==> src/rtl/gpio_port_pkg.sv <==
package gpio_port_pkg;

  // Register offsets that software relies on
  localparam logic [15:0] DIR_OFS = 16'h0400;
  localparam logic [15:0] IEN_OFS = 16'h0410;

  // Decoded target of a bus access
  typedef enum logic [1:0] {
    RGN_NONE = 2'd0,
    RGN_DATA = 2'd1,
    RGN_DIR  = 2'd2,
    RGN_IEN  = 2'd3
  } region_e;

endpackage

==> src/rtl/gpio_sync.sv <==
module gpio_sync #(
  parameter int W = 8
) (
  input  logic         clk,
  input  logic         rst_n,
  input  logic [W-1:0] d,
  output logic [W-1:0] q
);

  logic [W-1:0] meta_q;
  logic [W-1:0] sync_q;

  always_ff @(posedge clk or negedge rst_n) begin
    if (!rst_n) begin
      meta_q <= '0;
      sync_q <= '0;
    end else begin
      meta_q <= d;
      sync_q <= meta_q;
    end
  end

  assign q = sync_q;

  // Cycles since reset, saturating, for the latency check only
  logic [1:0] age_q;
  always_ff @(posedge clk or negedge rst_n) begin
    if (!rst_n)            age_q <= 2'd0;
    else if (age_q != 2'd2) age_q <= age_q + 2'd1;
  end

  // output is the input seen exactly two edges earlier
  a_r5_two_stage_latency: assert property (@(posedge clk) disable iff (!rst_n)
    (age_q == 2'd2) |-> (q == $past(d, 2)));

endmodule

==> src/rtl/gpio_regs.sv <==
module gpio_regs
  import gpio_port_pkg::*;
#(
  parameter int NPINS = 8
) (
  input  logic             clk,
  input  logic             rst_n,
  input  logic             wr,
  input  region_e          region,
  input  logic [NPINS-1:0] amask,
  input  logic [NPINS-1:0] wdata,
  output logic [NPINS-1:0] dir_q,
  output logic [NPINS-1:0] out_q,
  output logic [NPINS-1:0] ien_q
);

  logic             dir_en;
  logic             ien_en;
  logic             dat_en;
  logic [NPINS-1:0] dir_d;
  logic [NPINS-1:0] ien_d;
  logic [NPINS-1:0] out_d;

  // Next-state logic
  always_comb begin
    dir_en = wr && (region == RGN_DIR);
    ien_en = wr && (region == RGN_IEN);
    dat_en = wr && (region == RGN_DATA);
    dir_d  = dir_en ? wdata : dir_q;
    ien_d  = ien_en ? wdata : ien_q;
  end

  // Per-line latch enable: masked and configured as output
  for (genvar gi = 0; gi < NPINS; gi++) begin : g_latch
    logic bit_en;
    assign bit_en     = dat_en && amask[gi] && dir_q[gi];
    assign out_d[gi]  = bit_en ? wdata[gi] : out_q[gi];

    // an input line's latch bit never moves
    a_r4_input_latch_hold: assert property (@(posedge clk) disable iff (!rst_n)
      !dir_q[gi] |=> $stable(out_q[gi]));
  end

  // State registers
  always_ff @(posedge clk or negedge rst_n) begin
    if (!rst_n) begin
      dir_q <= '0;
      ien_q <= '0;
      out_q <= '0;
    end else begin
      dir_q <= dir_d;
      ien_q <= ien_d;
      out_q <= out_d;
    end
  end

  // a write outside the mapped registers changes nothing
  a_r8_unmapped_write_ignored: assert property (@(posedge clk) disable iff (!rst_n)
    (wr && (region == RGN_NONE)) |=> ($stable(dir_q) && $stable(ien_q) && $stable(out_q)));

  // first edge after reset release sees cleared state
  a_r7_reset_cleared: assert property (@(posedge clk) disable iff (!rst_n)
    $rose(rst_n) |-> ((dir_q == '0) && (ien_q == '0) && (out_q == '0)));

endmodule

==> src/rtl/gpio_rdmux.sv <==
module gpio_rdmux
  import gpio_port_pkg::*;
#(
  parameter int NPINS = 8
) (
  input  logic             clk,
  input  logic             rst_n,
  input  logic             rd,
  input  region_e          region,
  input  logic [NPINS-1:0] amask,
  input  logic [NPINS-1:0] dir_q,
  input  logic [NPINS-1:0] out_q,
  input  logic [NPINS-1:0] ien_q,
  input  logic [NPINS-1:0] pin_sync,
  output logic [NPINS-1:0] rdata
);

  logic [NPINS-1:0] level;

  // Per-line source: latch for outputs, synchronized pad for inputs
  for (genvar gi = 0; gi < NPINS; gi++) begin : g_level
    assign level[gi] = dir_q[gi] ? out_q[gi] : pin_sync[gi];
  end

  always_comb begin
    rdata = '0;
    if (rd) begin
      unique case (region)
        RGN_DATA: rdata = level & amask;
        RGN_DIR:  rdata = dir_q;
        RGN_IEN:  rdata = ien_q;
        default:  rdata = '0;
      endcase
    end
  end

  // unmapped reads return zero
  a_r8_unmapped_read_zero: assert property (@(posedge clk) disable iff (!rst_n)
    (rd && (region == RGN_NONE)) |-> (rdata == '0));

  // no bit outside the mask appears on a data read
  a_r3_mask_gates_read: assert property (@(posedge clk) disable iff (!rst_n)
    (rd && (region == RGN_DATA)) |-> ((rdata & ~amask) == '0));

endmodule

==> src/rtl/gpio_mask_port.sv <==
module gpio_mask_port
  import gpio_port_pkg::*;
#(
  parameter int NPINS  = 8,
  parameter int ADDR_W = 12
) (
  input  logic              clk,
  input  logic              rst_n,
  input  logic              psel,
  input  logic              penable,
  input  logic              pwrite,
  input  logic [ADDR_W-1:0] paddr,
  input  logic [NPINS-1:0]  pwdata,
  output logic [NPINS-1:0]  prdata,
  input  logic [NPINS-1:0]  pad_in,
  output logic [NPINS-1:0]  pad_out,
  output logic [NPINS-1:0]  pad_oe,
  output logic [NPINS-1:0]  irq_en
);

  localparam int MASK_LO = 2;
  localparam int MASK_HI = MASK_LO + NPINS - 1;

  logic             acc;
  logic             wr;
  logic             rd;
  region_e          region;
  logic [NPINS-1:0] amask;
  logic [NPINS-1:0] pin_sync;
  logic [NPINS-1:0] dir_q;
  logic [NPINS-1:0] out_q;
  logic [NPINS-1:0] ien_q;

  // Access decode (zero wait states)
  always_comb begin
    acc   = psel && penable;
    wr    = acc && pwrite;
    rd    = acc && !pwrite;
    amask = paddr[MASK_HI:MASK_LO];
    if (paddr[ADDR_W-1:MASK_HI+1] == '0)        region = RGN_DATA;
    else if (paddr == DIR_OFS[ADDR_W-1:0])      region = RGN_DIR;
    else if (paddr == IEN_OFS[ADDR_W-1:0])      region = RGN_IEN;
    else                                        region = RGN_NONE;
  end

  gpio_sync #(.W(NPINS)) u_sync (
    .clk   (clk),
    .rst_n (rst_n),
    .d     (pad_in),
    .q     (pin_sync)
  );

  gpio_regs #(.NPINS(NPINS)) u_regs (
    .clk    (clk),
    .rst_n  (rst_n),
    .wr     (wr),
    .region (region),
    .amask  (amask),
    .wdata  (pwdata),
    .dir_q  (dir_q),
    .out_q  (out_q),
    .ien_q  (ien_q)
  );

  gpio_rdmux #(.NPINS(NPINS)) u_rdmux (
    .clk      (clk),
    .rst_n    (rst_n),
    .rd       (rd),
    .region   (region),
    .amask    (amask),
    .dir_q    (dir_q),
    .out_q    (out_q),
    .ien_q    (ien_q),
    .pin_sync (pin_sync),
    .rdata    (prdata)
  );

  assign pad_out = out_q;
  assign pad_oe  = dir_q;
  assign irq_en  = ien_q;

  // a direction write shows on the pad enables one cycle later
  a_r2_dir_to_oe: assert property (@(posedge clk) disable iff (!rst_n)
    (wr && (region == RGN_DIR)) |=> (pad_oe == $past(pwdata)));

  // an enable write reaches irq_en one cycle later
  a_r7_ien_write: assert property (@(posedge clk) disable iff (!rst_n)
    (wr && (region == RGN_IEN)) |=> (irq_en == $past(pwdata)));

endmodule

==> config.mk <==
export PLATFORM = sky130hd
export DESIGN_NAME = gpio_mask_port
export DESIGN_NICKNAME = d
export VERILOG_FILES = /design/src/rtl/gpio_port_pkg.sv /design/src/rtl/gpio_sync.sv /design/src/rtl/gpio_regs.sv /design/src/rtl/gpio_rdmux.sv /design/src/rtl/gpio_mask_port.sv
export SDC_FILE = /design/constraint.sdc
export NUM_CORES = 1
export LEC_CHECK = 0
export BUFFER_PORTS_ARGS = -buffer_cell sky130_fd_sc_hd__buf_2
export CAP_MARGIN = 20
export CORE_MARGIN = 4
export CORE_UTILIZATION = 35
export CTS_BUF_LIST = sky130_fd_sc_hd__clkbuf_4 sky130_fd_sc_hd__clkbuf_8
export DETAILED_ROUTE_END_ITERATION = 6
export PLACE_DENSITY = 0.67
export SETUP_SLACK_MARGIN = 0.05
export SLEW_MARGIN = 20
export SYNTH_ARGS = -nofsm -noshare
export SYNTH_HDL_FRONTEND = slang
export SYNTH_HIERARCHICAL = 1
export SYNTH_SLANG_ARGS = --single-unit
==> constraint.sdc <==
create_clock -name clk -period 2.3 [get_ports clk]
set_input_delay 0.46 -clock clk [delete_from_list [all_inputs] [get_ports clk]]
set_output_delay 0.46 -clock clk [all_outputs]
set_load 0.01 [all_outputs]
==> results of run 1 <==
[routing by layer]
layer / global-route usage / up-vias / share of wire
met5: 0 / - / 0
met4: 0.04804 / 0 / 0.012
met3: 0.03828 / 6 / 0.067
met2: 0.2072 / 55 / 0.44
met1: 0.2047 / 642 / 0.48
li1: - / 635 / -
[where the power goes]
| part | total (mW) | switching [mW] | internal [mW] |
|---|---|---|---|
| Combinational | 0.106 | 0.0557 | 0.0500 |
| Clock | 0.482 | 0.226 | 0.255 |
| Sequential | 0.722 | 0.00440 | 0.717 |
[flip-flops by register name, summed over array words and instances, names as in the netlist]
signal	flops
u_sync/q	8
u_regs/dir_q	8
u_regs/ien_q	8
u_regs/out_q	8
u_sync/meta_q	8
[placed cells by master (no fill, tap or decap), types with 3 or more instances in the layout]
cell and instances:
buf_2 62, dfrtp_1 40, buf_4 18, mux2_2 16, mux2i_1 13, nand3_1 9, inv_1 8, mux2_1 8
o32ai_2 7, clkbuf_8 6, buf_6 4, nor2_1 3
[path summary, 6_finish.rpt]
check,depth (start not counted),from,slack (ns),endpoint
min reg2reg,0,u_sync/meta_q[6],0.34,u_sync/q[6]
min,2,rst_n,0.23,u_sync/meta_q[7]
max reg2reg,2,u_regs/dir_q[0],1.28,u_regs/out_q[0]
min in group clk,1,pad_in[7],0.28,u_sync/meta_q[7]
max,7,paddr[5],-0.24,prdata[1]
max in group asynchronous,2,rst_n,1.72,u_sync/meta_q[6]
[critical path, stage by stage]
cell	delay, ns
buf_6	0.09
or4_4	0.56
nor2_4	0.10
a31o_4	0.19
nand3b_4	0.18
o32ai_2	0.31
buf_2	0.18
[logic make-up after synthesis]
logic type | Yosys count
muxes | 40
and+or+nand+nor | 24
AOI/OAI and AO/OA | 9
buffers and inverters | 10
DFF | 40
[timing repair]
| item | in CTS | in global routing |
|---|---|---|
| resized for setup | 6 | 7 |
| endpoints found under the setup margin | 8 | 14 |
| pin swaps | 4 | 4 |
| buffers inserted | 0 | 2 |
[stage by stage]
step	instances	setup WS, ns	power [mW]	setup TNS [ns]
global route	280	-0.3095	1.371	-2.419
CTS	278	-0.2753	1.324	-2.053
global placement	270	-0.2639	0.8314	-3.207
floorplan	123	-0.05832	0.7626	-0.4204
finish	280	-0.2377	1.309	-1.732
detailed placement	270	-0.2740	0.8327	-4.007
[final cells by class]
class                           instances  area (sq um)  area share
Tap cell                               67         83.83     0.03386
Clock buffer                            7         90.09     0.03638
Clock inverter                          1         7.507    0.003032
Multi-Input combinational cell         73         773.2      0.3123
Timing Repair Buffer                   84         490.5      0.1981
Inverter                                8         30.03     0.01213
Sequential cell                        40          1001      0.4042
==> reports/results.txt, run 1 <==
Area Overhead vs Synth: 44.98%
final non-filler cell area: 2476 sq um
first-iteration detailed-routing DRC count: 43
final critical-path share of the clock period: 1.103
nets in the synthesized netlist: 156
Site Rows: 25
share of cells above drive strength 1: 0.5869
largest family of logic cells by synthesized area: multiplexers
synthesized instance count: 123
RSZ-0062 raised after global routing: true
number of pins exceeding their max-slew limit in the final report: 0
number of H-tree branching levels: 2
Clock Sink Count: 40
total power divided by cell area: 528.7 nW/um^2
maximum number of pins on one net before global-route repair: 41
number of vias per cell: 4.779
Netlist cell types: 20
post-detailed-route wirelength per cell: 14.77 um
clock-pin transition on the worst setup and hold timing paths: 0.08 ns
average footprint of a synthesized cell: 13.89 sq um
leakage power total: 1.295 nW
count of maximum capacitance violations: 0
Fmax: 394.1 MHz
area leader, netlist: dfrtp_1
maximum fanout count along the critical path: 8
least setup slack across all paths after layout: -0.2377 ns
TritonCTS buffer count: 5
insertion delay to the later sink of the worst-skew pair: 0.28 ns
chip height: 77.86 um
mux contribution to synthesized area: 0.2520
router iterations before antenna repair: 4
number of nets in the finished design: 245
clock tree buffer depth: 2
outcome: finished with violations
Synthesis Warnings: 6
Hold-fix buffers, CTS: 0
overall track demand over capacity in global routing: 0.1427
total gr overflow: 0
initial core utilization: 0.3616
share of the synthesized area in the top cell type: 0.5861
flip-flop and latch count after synthesis: 40
final antenna diode count: 0
transition time at the pin with the least slew margin: 0.5107 ns
core area: 4723 sq um
nature of the critical path startpoint: primary input
Total Routed Length: 4136 um
DRC viols: 0
data arrival time of the worst path: 2.08 ns
synthesized-area fraction occupied by and/or/nand/nor cells: 0.08718
Async S/R FF share, synth: 1.000
global-route wire length before repair: 6699 um
fill count: 421
final setup violating endpoints: 8
Compound-Gate Fraction of Synth Area: 0.04615
final antenna-violating net count: 0
capturing element type of the critical path: output pin
top-level I/O count: 65
Final Util: 0.5242
Synth Cell Area: 1708 sq um
Worst slew margin: 0.6595
XOR/XNOR share of the synthesized area: 0
most frequent cell after synthesis: dfrtp_1
count of buffers inserted at the top-level ports: 64
post-route clock skew: 0.004219 ns
violations in the final reports: negative setup slack
antenna violations before repair: 0
number of hold violations in the final report: 0
post-synthesis share of cell area spent on full adders, half adders and majority gates: 0
clock tree from TritonCTS: done
Placer Congestion: 0.8179
share of synthesized area occupied by flip-flops and latches: 0.5861
number of enable-type register cells in the synthesized netlist: 0
root buffer selected by CTS: clkbuf_8
vias in the first global route: 1,322
time the worst path needs with I/O delays and setup: 2.538 ns
kind of path behind the tightest hold check: primary input to asynchronous set/reset pin
VDD IR max: 401.7 uV
DIE AREA: 6061 sq um
commonest register cell after synthesis: dfrtp_1
Detailed Place HPWL: 3167 um
Hold WS: 0.2260 ns
placement-stage cell area: 2291 sq um
top cells by area, synth: dfrtp_1 (59%), mux2_2 (11%), mux2i_1 (9.4%)
most used standard cells in the synthesized netlist: dfrtp_1 (40), mux2_2 (16), mux2i_1 (16)
via total after detailed routing: 1,338
die width: 77.86 um
classification of the worst setup path: primary input to output pin
Req. time, crit path: 1.84 ns
Power figures use the tool's default switching activity.
==> run 2, diff against run 1 <==
BUFFER_PORTS_ARGS = -buffer_cell sky130_fd_sc_hd__buf_4   (was -buffer_cell sky130_fd_sc_hd__buf_2)
CORE_ASPECT_RATIO = 0.6   (was default)
REMOVE_ABC_BUFFERS = 1   (was default)
==> reports/results.txt, run 2 (synthesis gave the netlist of run 1 again) <==
R2R Setup Slk: 1.27 ns
kind of path behind the tightest hold check: primary input to asynchronous set/reset pin
launch instance of the worst register-to-register path: u_regs/dir_q[2]
final antenna diode count: 0
total power divided by cell area: 527.2 nW/um^2
start point of the critical path: paddr[2]
routed length on met2: 2237 um
Final Util: 0.5946
via total after detailed routing: 1,339
outcome: finished with violations
count of buffers inserted at the top-level ports: 64
least setup slack across all paths after layout: -0.2864 ns
number of H-tree branching levels: 2
maximum fanout count along the critical path: 8
setup slack after placement: -0.3169 ns
share of cells above drive strength 1: 0.6714
leakage power total: 1.334 nW
data arrival time of the worst path: 2.13 ns
TritonCTS buffer count: 5
capturing element type of the critical path: output pin
VDD IR max: 319.5 uV
post-detailed-route wirelength per cell: 17.81 um
first-iteration detailed-routing DRC count: 36
nature of the critical path startpoint: primary input
Worst slew margin: 0.6606
Area Overhead vs Synth: 61.39%
insertion delay to the later sink of the worst-skew pair: 0.29 ns
core area: 4636 sq um
Reg-to-Reg End: u_regs/out_q[2]
number of vias per cell: 4.905
Req. time, crit path: 1.84 ns
total gr overflow: 0
Placer Congestion: 0.7986
commonest non-fill, non-tap cells in the layout: buf_4 (73), dfrtp_1 (40), mux2_2 (16)
time the worst path needs with I/O delays and setup: 2.586 ns
final antenna-violating net count: 0
DIE AREA: 6098 sq um
termination of the worst setup path: prdata[7]
clock tree from TritonCTS: done
Site Rows: 19
router iterations before antenna repair: 4
post-route clock skew: 0.003617 ns
final critical-path share of the clock period: 1.125
fill count: 377
final setup violating endpoints: 8
number of pins exceeding their max-slew limit in the final report: 0
clock tree buffer depth: 2
die width: 98.18 um
global-route wire length before repair: 7396 um
Met3 Wirelength: 350 um
vias in the first global route: 1,467
Detailed Place HPWL: 3372 um
initial core utilization: 0.3684
transition time at the pin with the least slew margin: 0.5091 ns
Clock Sink Count: 40
maximum number of pins on one net before global-route repair: 41
Hold-fix buffers, CTS: 0
RSZ-0062 raised after global routing: true
worst reg2reg path depth: 2
classification of the worst setup path: primary input to output pin
met1 wire length: 2201 um
overall track demand over capacity in global routing: 0.1538
number of nets in the finished design: 242
clock-pin transition on the worst setup and hold timing paths: 0.07 ns
violations in the final reports: negative setup slack
most common library cell in the layout ignoring fill and taps: buf_4
top-level I/O count: 65
chip height: 62.11 um
Total Routed Length: 4861 um
root buffer selected by CTS: clkbuf_8
count of maximum capacitance violations: 0
number of hold violations in the final report: 0
antenna violations before repair: 0
Top Layer Used: met4
Fmax: 386.6 MHz
DRC viols: 0
total power draw: 1.453 mW
[run 2: cell types whose count changed in the layout (fill, tap and decap cells not counted), sizes merged]
cell	delta
buf	-3
bufinv	+1
clkbuf	-1
clkinv	+1
clkinvlp	-1
[run 2: repair_timing]
item / in CTS / in global routing
gates resized for setup: 9 / 40
setup endpoints to repair: 10 / 16
buffers inserted: 0 / 1
pin swaps: 1 / 4
[run 2: final cells by class]
cell class	instances	area (sq um)	area share
Tap cell	63	78.83	0.02860
Multi-Input combinational cell	73	879.6	0.3191
Timing Repair Buffer	81	645.6	0.2342
Clock inverter	2	38.79	0.01407
Clock buffer	6	82.58	0.02996
Sequential cell	40	1001	0.3631
Inverter	8	30.03	0.01089
[run 2: report_power, final]
part	switching, mW	leakage (nW)	total [mW]	internal (mW)
registers	0.00419	0.522	0.721	0.717
clock network	0.254	0.0614	0.608	0.355
logic	0.0614	0.751	0.123	0.0621
total	0.319	1.33	1.45	1.13
[run 2: critical path, stage by stage]
cell	delay, ns
buf_8	0.10
or4_4	0.58
nor2_4	0.11
a31o_4	0.18
nand3b_4	0.21
o32ai_4	0.35
buf_6	0.14
[run 2: worst min-delay path by stage]
stage,end,slack [ns],depth (start not counted)
after floorplan,u_regs/dir_q[0],0.16,0
after global placement,u_sync/q[5],0.33,0
after detailed placement,u_sync/q[0],0.34,0
after CTS,u_sync/q[0],0.14,1
after global routing,u_regs/out_q[6],0.17,1
final,u_regs/dir_q[2],0.13,1
[run 2: routing by layer]
layer,up-vias,track usage
met3,10,0.05369
met5,-,0
met2,48,0.2364
met1,658,0.2076
li1,623,-
met4,0,0.04259
[run 2: through the flow]
stage / area (sq um) / setup TNS (ns) / instances / hold WS, ns
final: 2756 / -2.131 / 273 / 0.1262
after global routing: 2756 / -2.594 / 273 / 0.1653
after CTS: 2544 / -2.245 / 272 / 0.1404
after detailed placement: 2369 / -6.151 / 264 / 0.3370
after global placement: 2369 / -4.425 / 264 / 0.3330
after floorplan: 1689 / -1.111 / 121 / 0.1644
